==> config.mk <==
export PLATFORM = sky130hd
export DESIGN_NAME = intc_top
export DESIGN_NICKNAME = d
export VERILOG_FILES = /design/src/rtl/intc_pkg.sv /design/src/rtl/intc_ctrl.sv /design/src/rtl/intc_datapath.sv /design/src/rtl/intc_top.sv
export SDC_FILE = /design/constraint.sdc
export NUM_CORES = 1
export LEC_CHECK = 0
export BUFFER_PORTS_ARGS = -buffer_cell sky130_fd_sc_hd__buf_2
export CAP_MARGIN = 20
export CORE_MARGIN = 5
export CORE_UTILIZATION = 45
export CTS_BUF_LIST = sky130_fd_sc_hd__clkbuf_16
export CTS_CLUSTER_SIZE = 12
export DETAILED_ROUTE_END_ITERATION = 16
export PLACE_DENSITY = 0.7
export SLEW_MARGIN = 5
export SYNTH_ARGS = -nofsm -noshare
export SYNTH_HDL_FRONTEND = slang
export SYNTH_SLANG_ARGS = --single-unit
==> constraint.sdc <==
create_clock -name clk -period 2 [get_ports clk]
set_input_delay 0.2 -clock clk [delete_from_list [all_inputs] [get_ports clk]]
set_output_delay 0.2 -clock clk [all_outputs]
set_load 0.02 [all_outputs]
==> src/rtl/intc_pkg.sv <==
package intc_pkg;

  typedef enum logic [1:0] {
    SEL_STAT = 2'd0,
    SEL_MODE = 2'd1,
    SEL_MASK = 2'd2,
    SEL_RAW  = 2'd3
  } intc_sel_e;

  typedef struct packed {
    logic      statWr;
    logic      clrAll;
    logic      modeWr;
    logic      maskWr;
    intc_sel_e rdSel;
  } intc_strb_t;

endpackage

==> src/rtl/intc_ctrl.sv <==
module intc_ctrl
  import intc_pkg::*;
(
  input  logic       clk,
  input  logic       rstN,
  input  logic       wrEn,
  input  logic [1:0] addr,
  input  logic       glbBit,
  output intc_strb_t strb
);

  always_comb begin
    strb.rdSel  = intc_sel_e'(addr);
    strb.statWr = wrEn && (addr == SEL_STAT);
    strb.modeWr = wrEn && (addr == SEL_MODE);
    strb.maskWr = wrEn && (addr == SEL_MASK);
    strb.clrAll = wrEn && (addr == SEL_STAT) && glbBit;
  end

  // writes to the raw word produce no storage strobe
  a_r10_raw_no_strobe: assert property (@(posedge clk) disable iff (!rstN)
    (wrEn && addr == 2'd3) |-> !(strb.statWr || strb.modeWr || strb.maskWr));

  a_r7_clear_is_status_write: assert property (@(posedge clk) disable iff (!rstN)
    strb.clrAll |-> (wrEn && addr == 2'd0));

  a_r2_one_strobe: assert property (@(posedge clk) disable iff (!rstN)
    $onehot0({strb.statWr, strb.modeWr, strb.maskWr}));

endmodule

==> src/rtl/intc_datapath.sv <==
module intc_datapath
  import intc_pkg::*;
#(
  parameter int NUM_SRC = 15,
  parameter int DATA_W  = 32
) (
  input  logic               clk,
  input  logic               rstN,
  input  intc_strb_t         strb,
  input  logic [DATA_W-1:0]  wrData,
  input  logic [NUM_SRC-1:0] reqIn,
  output logic [DATA_W-1:0]  rdData,
  output logic               irqOut
);

  localparam int GLB = NUM_SRC;

  logic [NUM_SRC-1:0] modeReg, edgePend, reqPrev;
  logic [NUM_SRC-1:0] riseVec, clrVec, statusVec, pendNext;
  logic [GLB:0]       maskReg;
  logic               anyPend;
  logic               unusedHi;

  assign unusedHi = ^wrData[DATA_W-1:GLB+1];

  always_comb begin
    riseVec = reqIn & ~reqPrev;
    if (strb.clrAll)      clrVec = '1;
    else if (strb.statWr) clrVec = wrData[NUM_SRC-1:0];
    else                  clrVec = '0;
    pendNext  = modeReg & (riseVec | (edgePend & ~clrVec));
    statusVec = (modeReg & edgePend) | (~modeReg & reqIn);
    anyPend   = |statusVec;
    irqOut    = maskReg[GLB] && |(statusVec & maskReg[NUM_SRC-1:0]);
  end

  always_ff @(posedge clk or negedge rstN) begin
    if (!rstN) begin
      modeReg  <= '0;
      maskReg  <= '0;
      edgePend <= '0;
      reqPrev  <= '0;
    end else begin
      edgePend <= pendNext;
      reqPrev  <= reqIn;
      if (strb.modeWr) modeReg <= wrData[NUM_SRC-1:0];
      if (strb.maskWr) maskReg <= wrData[GLB:0];
    end
  end

  always_comb begin
    rdData = '0;
    case (strb.rdSel)
      SEL_STAT: rdData[GLB:0]       = {anyPend, statusVec};
      SEL_MODE: rdData[NUM_SRC-1:0] = modeReg;
      SEL_MASK: rdData[GLB:0]       = maskReg;
      default:  rdData[NUM_SRC-1:0] = reqIn;
    endcase
  end

  genvar i;
  generate
    for (i = 0; i < NUM_SRC; i++) begin : g_src
      // an edge in edge mode always leaves the bit pending
      a_r3_edge_latches: assert property (@(posedge clk) disable iff (!rstN)
        (modeReg[i] && reqIn[i] && !reqPrev[i]) |=> edgePend[i]);
      // level mode never keeps a latched bit
      a_r5_level_no_latch: assert property (@(posedge clk) disable iff (!rstN)
        !modeReg[i] |=> !edgePend[i]);
      // without a clear the latched bit cannot fall
      a_r4_hold_without_clear: assert property (@(posedge clk) disable iff (!rstN)
        (edgePend[i] && modeReg[i] && !clrVec[i]) |=> edgePend[i]);
    end
  endgenerate

  // global clear empties all bits that saw no new edge
  a_r7_global_clear: assert property (@(posedge clk) disable iff (!rstN)
    strb.clrAll |=> ((edgePend & ~$past(riseVec)) == '0));

  // no interrupt without the global mask bit
  a_r9_global_gate: assert property (@(posedge clk) disable iff (!rstN)
    irqOut |-> maskReg[GLB]);

endmodule

==> src/rtl/intc_top.sv <==
module intc_top
  import intc_pkg::*;
#(
  parameter int NUM_SRC = 15,
  parameter int DATA_W  = 32
) (
  input  logic               clk,
  input  logic               rstN,
  input  logic               wrEn,
  input  logic [1:0]         addr,
  input  logic [DATA_W-1:0]  wrData,
  input  logic [NUM_SRC-1:0] reqIn,
  output logic [DATA_W-1:0]  rdData,
  output logic               irqOut
);

  intc_strb_t strb;

  intc_ctrl u_ctrl (
    .clk    (clk),
    .rstN   (rstN),
    .wrEn   (wrEn),
    .addr   (addr),
    .glbBit (wrData[NUM_SRC]),
    .strb   (strb)
  );

  intc_datapath #(
    .NUM_SRC (NUM_SRC),
    .DATA_W  (DATA_W)
  ) u_dp (
    .clk    (clk),
    .rstN   (rstN),
    .strb   (strb),
    .wrData (wrData),
    .reqIn  (reqIn),
    .rdData (rdData),
    .irqOut (irqOut)
  );

endmodule

=== After elaboration in Yosys (flattened, before gate mapping) ===
Cells that the tools add are included.

* Latch bits: 0
* Logic and storage cells: 29
* Bits in read-only memories: 0
* Memory bits (writable): 0
* Output and inout bits: 33
* Memories: 0
* Bits of input ports: 52
* Register bits: 61

* Add/sub/neg operators: 0
* Bitwise logic cells: 11
* Equal/unequal tests: 2
* Order comparisons: 0
* $mul: 0
* Shift-type cells: 0
* Divide/modulo/power cells: 0
* Reductions and logical operators: 8
* Multiplexer cells: 4

{| class="wikitable"
|+ Operators with widths
! operator !! count
|-
| $and 15x15->15 || 6
|-
| $not 15->15 || 3
|-
| $pmux 15 s3 || 1
|-
| $mux 15 || 2
|-
| $or 15x15->15 || 2
|-
| $reduce_or 15->1 || 2
|-
| $logic_and 1x1->1 || 5
|-
| $eq 2x1->1 const B || 1
|-
| $eq 2x2->1 const B || 1
|-
| $logic_not 2->1 || 1
|-
| $pmux 1 s2 || 1
|}

=== Depth between registers and ports, before layout ===
Gate-level depths: netlist (run 1).

* Depth in word-level cells: 8
* Gate-level depth with buffers: 6
* Gate-level depth less buffers: 4

=== By module ===
Synthesis (run 1) repeated with hierarchy kept, for this count alone.

* Cell total of the unflattened synthesis: 340
* Area total of the unflattened synthesis: 3333.2 µm²

{| class="wikitable"
|+ By module, submodules not included
! module !! cells an instance !! instances !! area an instance (µm²) !! sequential area each (µm²)
|-
| intc_datapath || 334 || 1 || 3278.1 || 1526.5
|-
| intc_ctrl || 6 || 1 || 55.1 || 0.0
|}

=== Worst setup path after synthesis (run 1) ===
No wires, ideal clock.

* Kind: register to output
* From: register u_dp.modeReg[13]
* To: output rdData[15]
* Arrival: 1.490 ns
* Setup slack: 0.310 ns
* Data required time: 1.800 ns
* Cell stages (with the launch flop): 5
* Path through: dfrtp_1 > mux2_4 > or4_4 > nor4_4 > a221oi_2

* Word-level cells in the longest chain between the ends: 5
* Elaborated cells on any way between the ends: 6
* Classes of those cells: mux: 1; bitwise: 4; reduce/logical: 1

{| class="wikitable"
|+ RTL lines
! element !! line !! source
|-
| start: declaration || intc_datapath.sv:18 || <nowiki>logic [NUM_SRC-1:0] modeReg, edgePend, reqPrev;</nowiki>
|-
| start signal: assignment || intc_datapath.sv:46 || <nowiki>if (strb.modeWr) modeReg <= wrData[NUM_SRC-1:0];</nowiki>
|-
| $not 15->15 || intc_datapath.sv:32 || <nowiki>statusVec = (modeReg & edgePend) | (~modeReg & reqIn);</nowiki>
|-
| $and 15x15->15 || intc_datapath.sv:32 ||
|-
| $or 15x15->15 * || intc_datapath.sv:32 ||
|-
| $reduce_or 15->1 * || intc_datapath.sv:33 || <nowiki>anyPend = |statusVec;</nowiki>
|-
| $pmux 1 s2 * || intc_datapath.sv:53 || <nowiki>case (strb.rdSel)</nowiki>
|-
| end: declaration || intc_top.sv:13 || <nowiki>output logic [DATA_W-1:0] rdData,</nowiki>
|}

Mark *: on every way between the ends. The rest lies on a longest branch, timed or not.

=== Worst setup path in the final report (run 1) ===
Same ends and word-level chain as after synthesis.

==> run summary, run 1 <==
final worst-path setup slack: -206 ps
Simple-Gate Fraction of Synth Area: 10.4%
Yosys warning count: 0
cts bufs inserted: 9
internal power: 2730 uW
drt total wl: 7.91 mm
critical path capture point type: output pin
Lkg Pwr: 0.00192 uW
GRT overflow: 0
CTS sink cnt: 61
CTS tree: done
vias: 2,576
Seq pwr share: 39.9%
clk_lat worst skew: 330 ps
fmax: 0.453 GHz
# setup viols final: 2
main combinational cell family by area after synthesis: multiplexers
Crit path required time: 1800 ps
via/cell ratio: 5.17
maximum vdd drop: 0.638 mV
Initial Util: 45.6%
largest cells by area after synthesis: dfrtp_1, mux2_2, o21ai_1, o21ai_0, buf_4
largest net degree at the start of global routing: 41
proportion of synthesized area in mux cells: 17.6%
RSZ-0062 raised after global routing: true
# DRC: 0
Setup Skew: 3.15 ps
Synth area leader: dfrtp_1
layout cells sized above 1: 35.3%
worst min path class: primary input to flop
Slew Limit Fails: 0
Compound-Gate Fraction of Synth Area: 17.0%
Post-synth top cells: dfrtp_1, mux2_2, o21ai_1
post-synth top area share: 46.6%
Final Power: 3910 uW
starting DRC count in detailed routing: 131
crit path kind: flop to output pin
Power Dens Cells: 956 nW/um^2
H-tree depth: 3
Top FF cell, synth: dfrtp_1
Clk pwr share: 33.9%
crit start category: flop
Syn Area/Cell: 10.0 um^2
full die area: 9080 um^2
synth unique cells: 36
CTS root buf: clkbuf_16
switching pwr: 1180 uW
CP Data Arrival Time: 2010 ps
Cells after Synth: 327
WL per Instance: 15.9 um
Core Region: 7180 um^2
post-DP HPWL: 5.22 mm
Hold Fails Final Rpt: 0
number of diodes: 0
status: finished with violations
final setup TNS: -318 ps
clk slew on worst S/H paths: 50 ps
logic gate share of total power: 26.2%
violated checks: setup timing
GRT Total Usage: 18.7%
Die H: 95.3 um
Die W: 95.3 um
worst hold slack: 13.5 ps
most common cell in the netlist: dfrtp_1
mapped cell area: 3270 um^2
Nets: 446
sw frac: 30.1%
Max Root-Sink Buffers: 2
Initial DRT Pass Iterations: 4
number of routed nets with antenna violations: 0
Tcrit/Tclk final: 110%
Layout area overhead: 24.9%
IO Port Bufs: 52
number of synthesized flops with an enable pin: 0
initial antenna violation count: 0
fin cells: 498
relative slew slack: 63.3%
Worst Tran Pin Value: 551 ps
area share of fa/ha/maj cells after synthesis: 0%
post-synthesis xor/xnor area fraction: 0%
routability cong.: 0.783
share of flip-flops with an asynchronous set or reset: 100%
flops & latches, synth: 61
Post-Place Cells: 468
Final min period: 2210 ps
max-cap viol count: 0
vias in the first global route: 2,625
Worst Path Max Fanout: 2
I/O pin cnt: 85
FP Rows: 31
first-pass GRT wire length: 12.9 mm
sequential share of the synthesized area: 46.6%
[layout make-up]
type / instances / area [um^2]
Clock buffer: 9 / 225
Clock inverter: 7 / 28.8
Fill cell: 634 / 3090
Timing Repair Buffer: 72 / 468
Sequential cell: 61 / 1530
Inverter: 23 / 86.3
Tap cell: 99 / 124
Multi-Input combinational cell: 227 / 1630
[final timing paths]
check	from	to	slack, ps	cells after the start
setup / recovery	u_dp.modeReg[13]$_DFFE_PN0P_	rdData[15]	-210	5
hold / removal	reqIn[7]	u_dp.reqPrev[7]$_DFF_PN0_	10	1
setup reg to reg	u_dp.modeReg[10]$_DFFE_PN0P_	u_dp.modeReg[10]$_DFFE_PN0P_	970	3
hold reg to reg	u_dp.maskReg[15]$_DFFE_PN0P_	u_dp.maskReg[15]$_DFFE_PN0P_	500	1
max in group asynchronous	rstN	u_dp.edgePend[6]$_DFF_PN0_	1010	3
min in group asynchronous	rstN	u_dp.edgePend[0]$_DFF_PN0_	390	2
[power groups by stage]
stage	logic, uW	clock network (uW)	registers, uW
after floorplan	632	0	1530
after global placement	829	0	1560
after detailed placement	851	0	1570
after CTS	933	1350	1550
after global routing	1120	1410	1580
final	1020	1330	1560
[per-stage QoR]
| step | util [%] | setup WS, ps | cell area [um^2] |
|---|---|---|---|
| 4_1_cts | 55.4 | -209 | 3980 |
| 5_1_grt | 57.0 | -278 | 4090 |
| 3_5_place_dp | 50.5 | 108 | 3620 |
| 2_1_floorplan | - | 310 | 3330 |
| 3_3_place_gp | 50.5 | 145 | 3620 |
| 6_report | 57.0 | -206 | 4090 |
[worst max-delay path: stages, from the launching register on]
cell,delay [ps]
dfrtp_1,390
mux2_4,310
or4_4,530
nor4_4,170
a221oi_2,100
buf_4,180
[registers in the layout (all words and copies together) (netlist names)]
| name | flops |
|---|---|
| u_dp.edgePend | 15 |
| u_dp.maskReg | 16 |
| u_dp.modeReg | 15 |
| u_dp.reqPrev | 15 |
[timing repair]
action	4_1_cts	5_1_grt
resized for setup	8	14
buffers inserted	8	5
pin swaps	2	4
hold endpoints to repair	21	0
setup endpoints to repair	2	2
hold buffers	1	0
[cells in the final DEF, fill, tap and decap left out, drive strengths merged, types with 2 or more instances in the layout]
cell and n:
o22ai 3, nand4 2, conb 16, dfrtp 61, a211oi 2, buf 71, inv 28, nand2 24
nor2b 2, a221oi 2, clkinv 2, o21ai 66, and2 14, mux2 41, nor2 17, mux2i 11
o31a 14, clkbuf 9, nand3b 2
[metal layers]
layer | global-route usage (%) | vias to the layer above | share of wire (%)
met5 | 0 | - | 0
met4 | 5.53 | 0 | 1.1
met3 | 5.92 | 10 | 5.1
met2 | 31.4 | 64 | 50
met1 | 22.9 | 1257 | 43
li1 | - | 1245 | -
[logic make-up (layout without fill, tap and decap cells)]
group,Yosys count,after routing
muxes,52,52
DFF,61,61
buffers and inverters,54,111
and+or+nand+nor,66,66
AOI/OAI and AO/OA,93,93
other,1,16
Note: power is estimated with default switching activity, not from simulation.
==> run 2, diff against run 1 <==
PLACE_DENSITY = 0.69   (was 0.7)
SLEW_MARGIN = not set   (was 5)
SYNTH_HIERARCHICAL = 1   (was not set)
==> run summary, run 2 <==
status: finished with violations
violated checks: setup timing
most common cell after layout, fill and taps aside: dfrtp_1
layout cells sized above 1: 31.4% (-3.9 points)
maximum vdd drop: 0.518 mV (-19%)
GRT overflow: 0 (unchanged)
final worst-path setup slack: -3.47 ps (+202 ps)
Die W: 96.1 um (+0.82%)
Initial Util: 46.2% (+0.59 points)
most frequent cells in the layout: dfrtp_1, buf_2, nand2_1
Layout area overhead: 20.6%
Die H: 96.1 um (+0.82%)
share of flip-flops with an asynchronous set or reset: 100% (unchanged)
routability cong.: 0.797 (+1.8%)
number of routed nets with antenna violations: 0 (unchanged)
Top FF cell, synth: dfrtp_1
initial antenna violation count: 0 (unchanged)
CTS sink cnt: 61 (unchanged)
Largest register FFs: 16 (unchanged)
number of diodes: 0 (unchanged)
vias in the first global route: 2,530 (-3.6%)
Yosys warning count: 6 (+6)
r2r setup slk: 1080 ps (+110 ps)
cts bufs inserted: 9 (unchanged)
Post-synth top cells: dfrtp_1, nand2_1, o21ai_0
I/O pin cnt: 85 (unchanged)
crit-path cells: mux2_4, o2bb2ai_4, nor4b_4, a41oi_2, buf_4
Crit path required time: 1800 ps (about the same)
GRT Total Usage: 17.4% (-1.3 points)
H-tree depth: 3 (unchanged)
WL per Instance: 14.9 um (-6.3%)
drt total wl: 7.48 mm (-5.4%)
Power Dens Cells: 940 nW/um^2 (-1.7%)
# DRC: 0 (unchanged)
synth unique cells: 36 (unchanged)
mapped cell area: 3330 um^2 (+1.8%)
largest cells by area after synthesis: dfrtp_1, mux2_2, o21ai_0, nand2_1, buf_4
fmax: 0.499 GHz (+10%)
post-synth top area share: 45.8% (-0.84 points)
most common cell in the netlist: dfrtp_1
Initial DRT Pass Iterations: 4 (unchanged)
number of synthesized flops with an enable pin: 0 (unchanged)
worst r2r src: u_dp/modeReg[8]$_DFFE_PN0P_
worst min path class: primary input to flop
CP Data Arrival Time: 1800 ps (-210 ps)
largest reg by FF count: u_dp/maskReg
largest net degree at the start of global routing: 62 (+51%)
FP Rows: 31 (unchanged)
Cells after Synth: 340 (+4.0%)
Synth area leader: dfrtp_1
crit path kind: flop to output pin
clk slew on worst S/H paths: 50 ps (about the same)
IO Port Bufs: 52 (unchanged)
sequential share of the synthesized area: 45.8% (-0.84 points)
Slew Limit Fails: 0 (unchanged)
Nets: 451 (+1.1%)
RSZ-0062 raised after global routing: true
worst hold start: reqIn[5]
Lkg Pwr: 0.00183 uW (-4.7%)
max-cap viol count: 0 (unchanged)
highest cell delay on the worst timing path: 390 ps (-140 ps)
vias: 2,577 (+0.039%)
first-pass GRT wire length: 12.1 mm (-5.9%)
flops & latches, synth: 61 (unchanged)
final setup TNS: -3.47 ps (+315 ps)
Tcrit/Tclk final: 100% (-10 points)
# setup viols final: 1 (-1)
Final min period: 2000 ps (-202 ps)
fillers: 684 (+7.9%)
critical path capture point type: output pin
full die area: 9230 um^2 (+1.6%)
Multi-input gate area: 1650 um^2 (+1.2%)
crit start category: flop
Worst Path Max Fanout: 2 (unchanged)
Final Power: 3780 uW (-3.4%)
crit path from: u_dp/modeReg[8]$_DFFE_PN0P_
Final Util: 55.7% (-1.3 points)
CTS root buf: clkbuf_16
via/cell ratio: 5.12 (-0.96%)
Setup Skew: 3.07 ps (-0.0841 ps)
clk_lat worst skew: 320 ps (about the same)
starting DRC count in detailed routing: 122 (-6.9%)
Hold Fails Final Rpt: 0 (unchanged)
CTS tree: done
register area: 1530 um^2 (about the same)
post-DP HPWL: 5.16 mm (-1.2%)
Core Region: 7210 um^2 (+0.54%)
CP max stage cell: dfrtp_1
Syn Area/Cell: 9.80 um^2 (-2.1%)
Max Root-Sink Buffers: 2 (unchanged)
[run 2: per-layer routing]
metal	wire length, um	up-vias	part of all wire, %	global-route usage [%]
li1	-	1271	-	-
met1	3410	1236	46	22.7
met2	3600	60	48	28.6
met3	362	10	4.8	2.89
met4	112	0	1.5	7.11
met5	0	-	0	0
[run 2: final cells by class]
| cell class | count | area share [%] |
|---|---|---|
| clock inverters | 7 | 0.654 |
| multi-input cells | 239 | 41.1 |
| inverters | 22 | 2.05 |
| clock buffers | 9 | 5.60 |
| repair buffers | 66 | 9.53 |
| flip-flops and latches | 61 | 38.0 |
| well taps | 99 | 3.08 |
[run 2: per-stage QoR]
step	hold WS (ps)	cell area, um^2	setup slack [ps]	instances
4_1_cts	3.96	4000	-40.7	502
3_3_place_gp	236	3640	214	480
2_1_floorplan	-95.6	3390	471	355
3_5_place_dp	232	3640	196	480
6_report	13.9	4020	-3.47	503
5_1_grt	13.5	4020	-75.9	503
[run 2: worst max-delay path, delay by kind of cell, from the launching register on]
family	cells	cell delay, ps
AO/OA/AOI/OAI	2	290
flip-flops	1	390
multiplexers	1	330
buffers and inverters	1	180
AND/OR/NAND/NOR	1	290
[run 2: power by group]
| part | switching (uW) | internal [uW] |
|---|---|---|
| combinational | 468 | 447 |
| clock | 504 | 805 |
| sequential | 145 | 1410 |
| total | 1120 | 2660 |
[run 2: final timing paths]
check	end	depth (start not counted)
setup / recovery	irqOut	5
hold / removal	u_dp/reqPrev[5]$_DFF_PN0_	1
setup reg to reg	u_dp/modeReg[8]$_DFFE_PN0P_	2
hold reg to reg	u_dp/maskReg[3]$_DFFE_PN0P_	1
max in group asynchronous	u_dp/modeReg[2]$_DFFE_PN0P_	3
min in group asynchronous	u_dp/edgePend[7]$_DFF_PN0_	3
[run 2: kinds of logic after synthesis]
kind of cell	Yosys count	share of synthesized area (%)
other	1	0.113
AO/OA/AOI/OAI	86	15.6
flip-flops	61	45.8
AND/OR/NAND/NOR	92	14.8
multiplexers	45	15.1
buffers and inverters	55	8.60
[run 2: what timing repair did]
item,in CTS,in global routing
gates resized for setup,10,3
endpoints found under the setup margin,2,2
hold buffers,1,0
endpoints found under the hold margin,61,0
pin swaps,2,3
buffers inserted,5,1
==> run 3, diff against run 2 <==
CORE_MARGIN = 4   (was 5)
CTS_CLUSTER_SIZE = 10   (was 12)
PLACE_DENSITY = 0.7   (was 0.69)
SYNTH_HIERARCHICAL = not set   (was 1)
==> run summary, run 3 (synthesized netlist as in run 1, its figures left out) <==
status: finished with violations
violated checks: setup timing
fmax: 0.459 GHz (-8.1%)
Slew Limit Fails: 0 (unchanged)
RSZ-0062 raised after global routing: true
clk_lat worst skew: 330 ps (about the same)
final instance area: 4060 um^2 (+1.0%)
I/O pin cnt: 85 (unchanged)
placed cell area: 3610 um^2 (-0.76%)
Lkg Pwr: 0.00190 uW (+4.1%)
Layout area overhead: 24.0%
vias in the first global route: 2,683 (+6.0%)
end of the worst hold path: u_dp.reqPrev[7]$_DFF_PN0_
worst hold start: reqIn[7]
WL per Instance: 16.4 um (+10%)
critical path capture point type: output pin
dpl ws: 126 ps (-70.7 ps)
Largest register FFs: 16 (unchanged)
H-tree depth: 3 (unchanged)
Core Region: 6940 um^2 (-3.7%)
post-DP HPWL: 5.41 mm (+4.7%)
number of diodes: 0 (unchanged)
Initial Util: 47.1% (+0.93 points)
final worst-path setup slack: -181 ps (-177 ps)
Worst Path Max Fanout: 2 (unchanged)
Final Util: 58.5% (+2.7 points)
Die H: 93.3 um (-2.9%)
# setup viols final: 2 (+1)
cts bufs inserted: 9 (unchanged)
CTS tree: done
Final Power: 3910 uW (+3.4%)
Hold Fails Final Rpt: 0 (unchanged)
largest net degree at the start of global routing: 47 (-24%)
routability cong.: 0.803 (+0.75%)
initial antenna violation count: 0 (unchanged)
max-cap viol count: 0 (unchanged)
Initial DRT Pass Iterations: 4 (unchanged)
R2R Path End: u_dp.modeReg[10]$_DFFE_PN0P_
IO Port Bufs: 52 (unchanged)
Setup Skew: 3.28 ps (+0.207 ps)
clk slew on worst S/H paths: 50 ps (about the same)
FF-to-FF path depth: 3 (+1)
CTS sink cnt: 61 (unchanged)
crit path from: u_dp.modeReg[13]$_DFFE_PN0P_
Die W: 93.3 um (-2.9%)
layout cells sized above 1: 35.9% (+4.5 points)
r2r setup slk: 960 ps (-120 ps)
drt total wl: 8.18 mm (+9.3%)
Crit path required time: 1800 ps (about the same)
maximum vdd drop: 0.640 mV (+24%)
starting DRC count in detailed routing: 133 (+9.0%)
# DRC: 0 (unchanged)
crit path kind: flop to output pin
most frequent cells in the layout: dfrtp_1, buf_2, mux2_2
crit start category: flop
Power Dens Cells: 963 nW/um^2 (+2.4%)
GRT Total Usage: 19.5% (+2.1 points)
worst r2r src: u_dp.modeReg[10]$_DFFE_PN0P_
Tcrit/Tclk final: 109% (+8.9 points)
Max Root-Sink Buffers: 2 (unchanged)
Nets: 451 (unchanged)
CTS root buf: clkbuf_16
hold path depth: 1 (unchanged)
via/cell ratio: 5.32 (+3.9%)
CP Data Arrival Time: 1980 ps (+180 ps)
Post-Place Cells: 469 (-2.3%)
fin cells: 500 (-0.60%)
vias: 2,662 (+3.3%)
GRT overflow: 0 (unchanged)
first-pass GRT wire length: 13.1 mm (+8.0%)
FP Rows: 30 (-3.2%)
most common cell after layout, fill and taps aside: dfrtp_1
number of routed nets with antenna violations: 0 (unchanged)
Final min period: 2180 ps (+177 ps)
worst min path class: primary input to flop
largest reg by FF count: u_dp.maskReg
full die area: 8700 um^2 (-5.7%)
-- run 3: cell count changes in the layout (fill, tap and decap cells not counted), moves of 2 or more --
cell / delta
nor2b_1: -2
o21ai_1: +22
nor3_1: -2
nand2_1: -25
nor2_1: +17
mux2_2: +6
and3b_2: -2
mux2i_2: +3
o21ai_0: -17
nand3b_1: -13
buf_4: +12
-- run 3: layer usage --
metal | part of all wire, % | track usage [%]
met2 | 50 | 32.2
met1 | 43 | 24.4
met4 | 0.93 | 5.86
met3 | 5.8 | 6.11
met5 | 0 | 0
-- run 3: stage by stage --
step	setup TNS [ps]	hold WS, ps
after detailed placement	0	160
after CTS	-188	0.587
after floorplan	0	-95.6
final	-205	10.3
after global routing	-301	6.41
after global placement	0	147
-- run 3: area by class of cell --
type	instances	area [um^2]
clock buffer	9	225
clock inverter	7	26.3
fill	601	2890
inverter	23	86.3
multi-input combinational	227	1610
sequential	61	1530
tap	96	120
timing repair buffer	77	468
-- run 3: repair_timing --
| item | 4_1_cts | 5_1_grt |
|---|---|---|
| hold buffers | 1 | 0 |
| pin swaps | 2 | 3 |
| buffers inserted | 7 | 7 |
| resized for setup | 7 | 13 |
| hold endpoints to repair | 15 | 0 |
| setup endpoints to repair | 2 | 2 |
-- run 3: worst max path at each step --
stage	endpoint	slack [ps]	depth (start not counted)
after floorplan	rdData[15]	310	4
after global placement	rdData[15]	130	5
after detailed placement	rdData[15]	130	5
after CTS	rdData[15]	-190	5
after global routing	rdData[15]	-240	5
final	rdData[15]	-180	5
-- run 3: critical path, stage by stage (launching register included) --
cell      delay, ps
dfrtp_1         390
mux2_4          310
or4_4           520
nor4_4          150
a221oi_2        100
buf_4           170
-- run 3: power breakdown --
part	total (uW)	switching, uW	internal [uW]
Combinational	1020	508	508
Clock	1320	518	805
Sequential	1570	156	1410
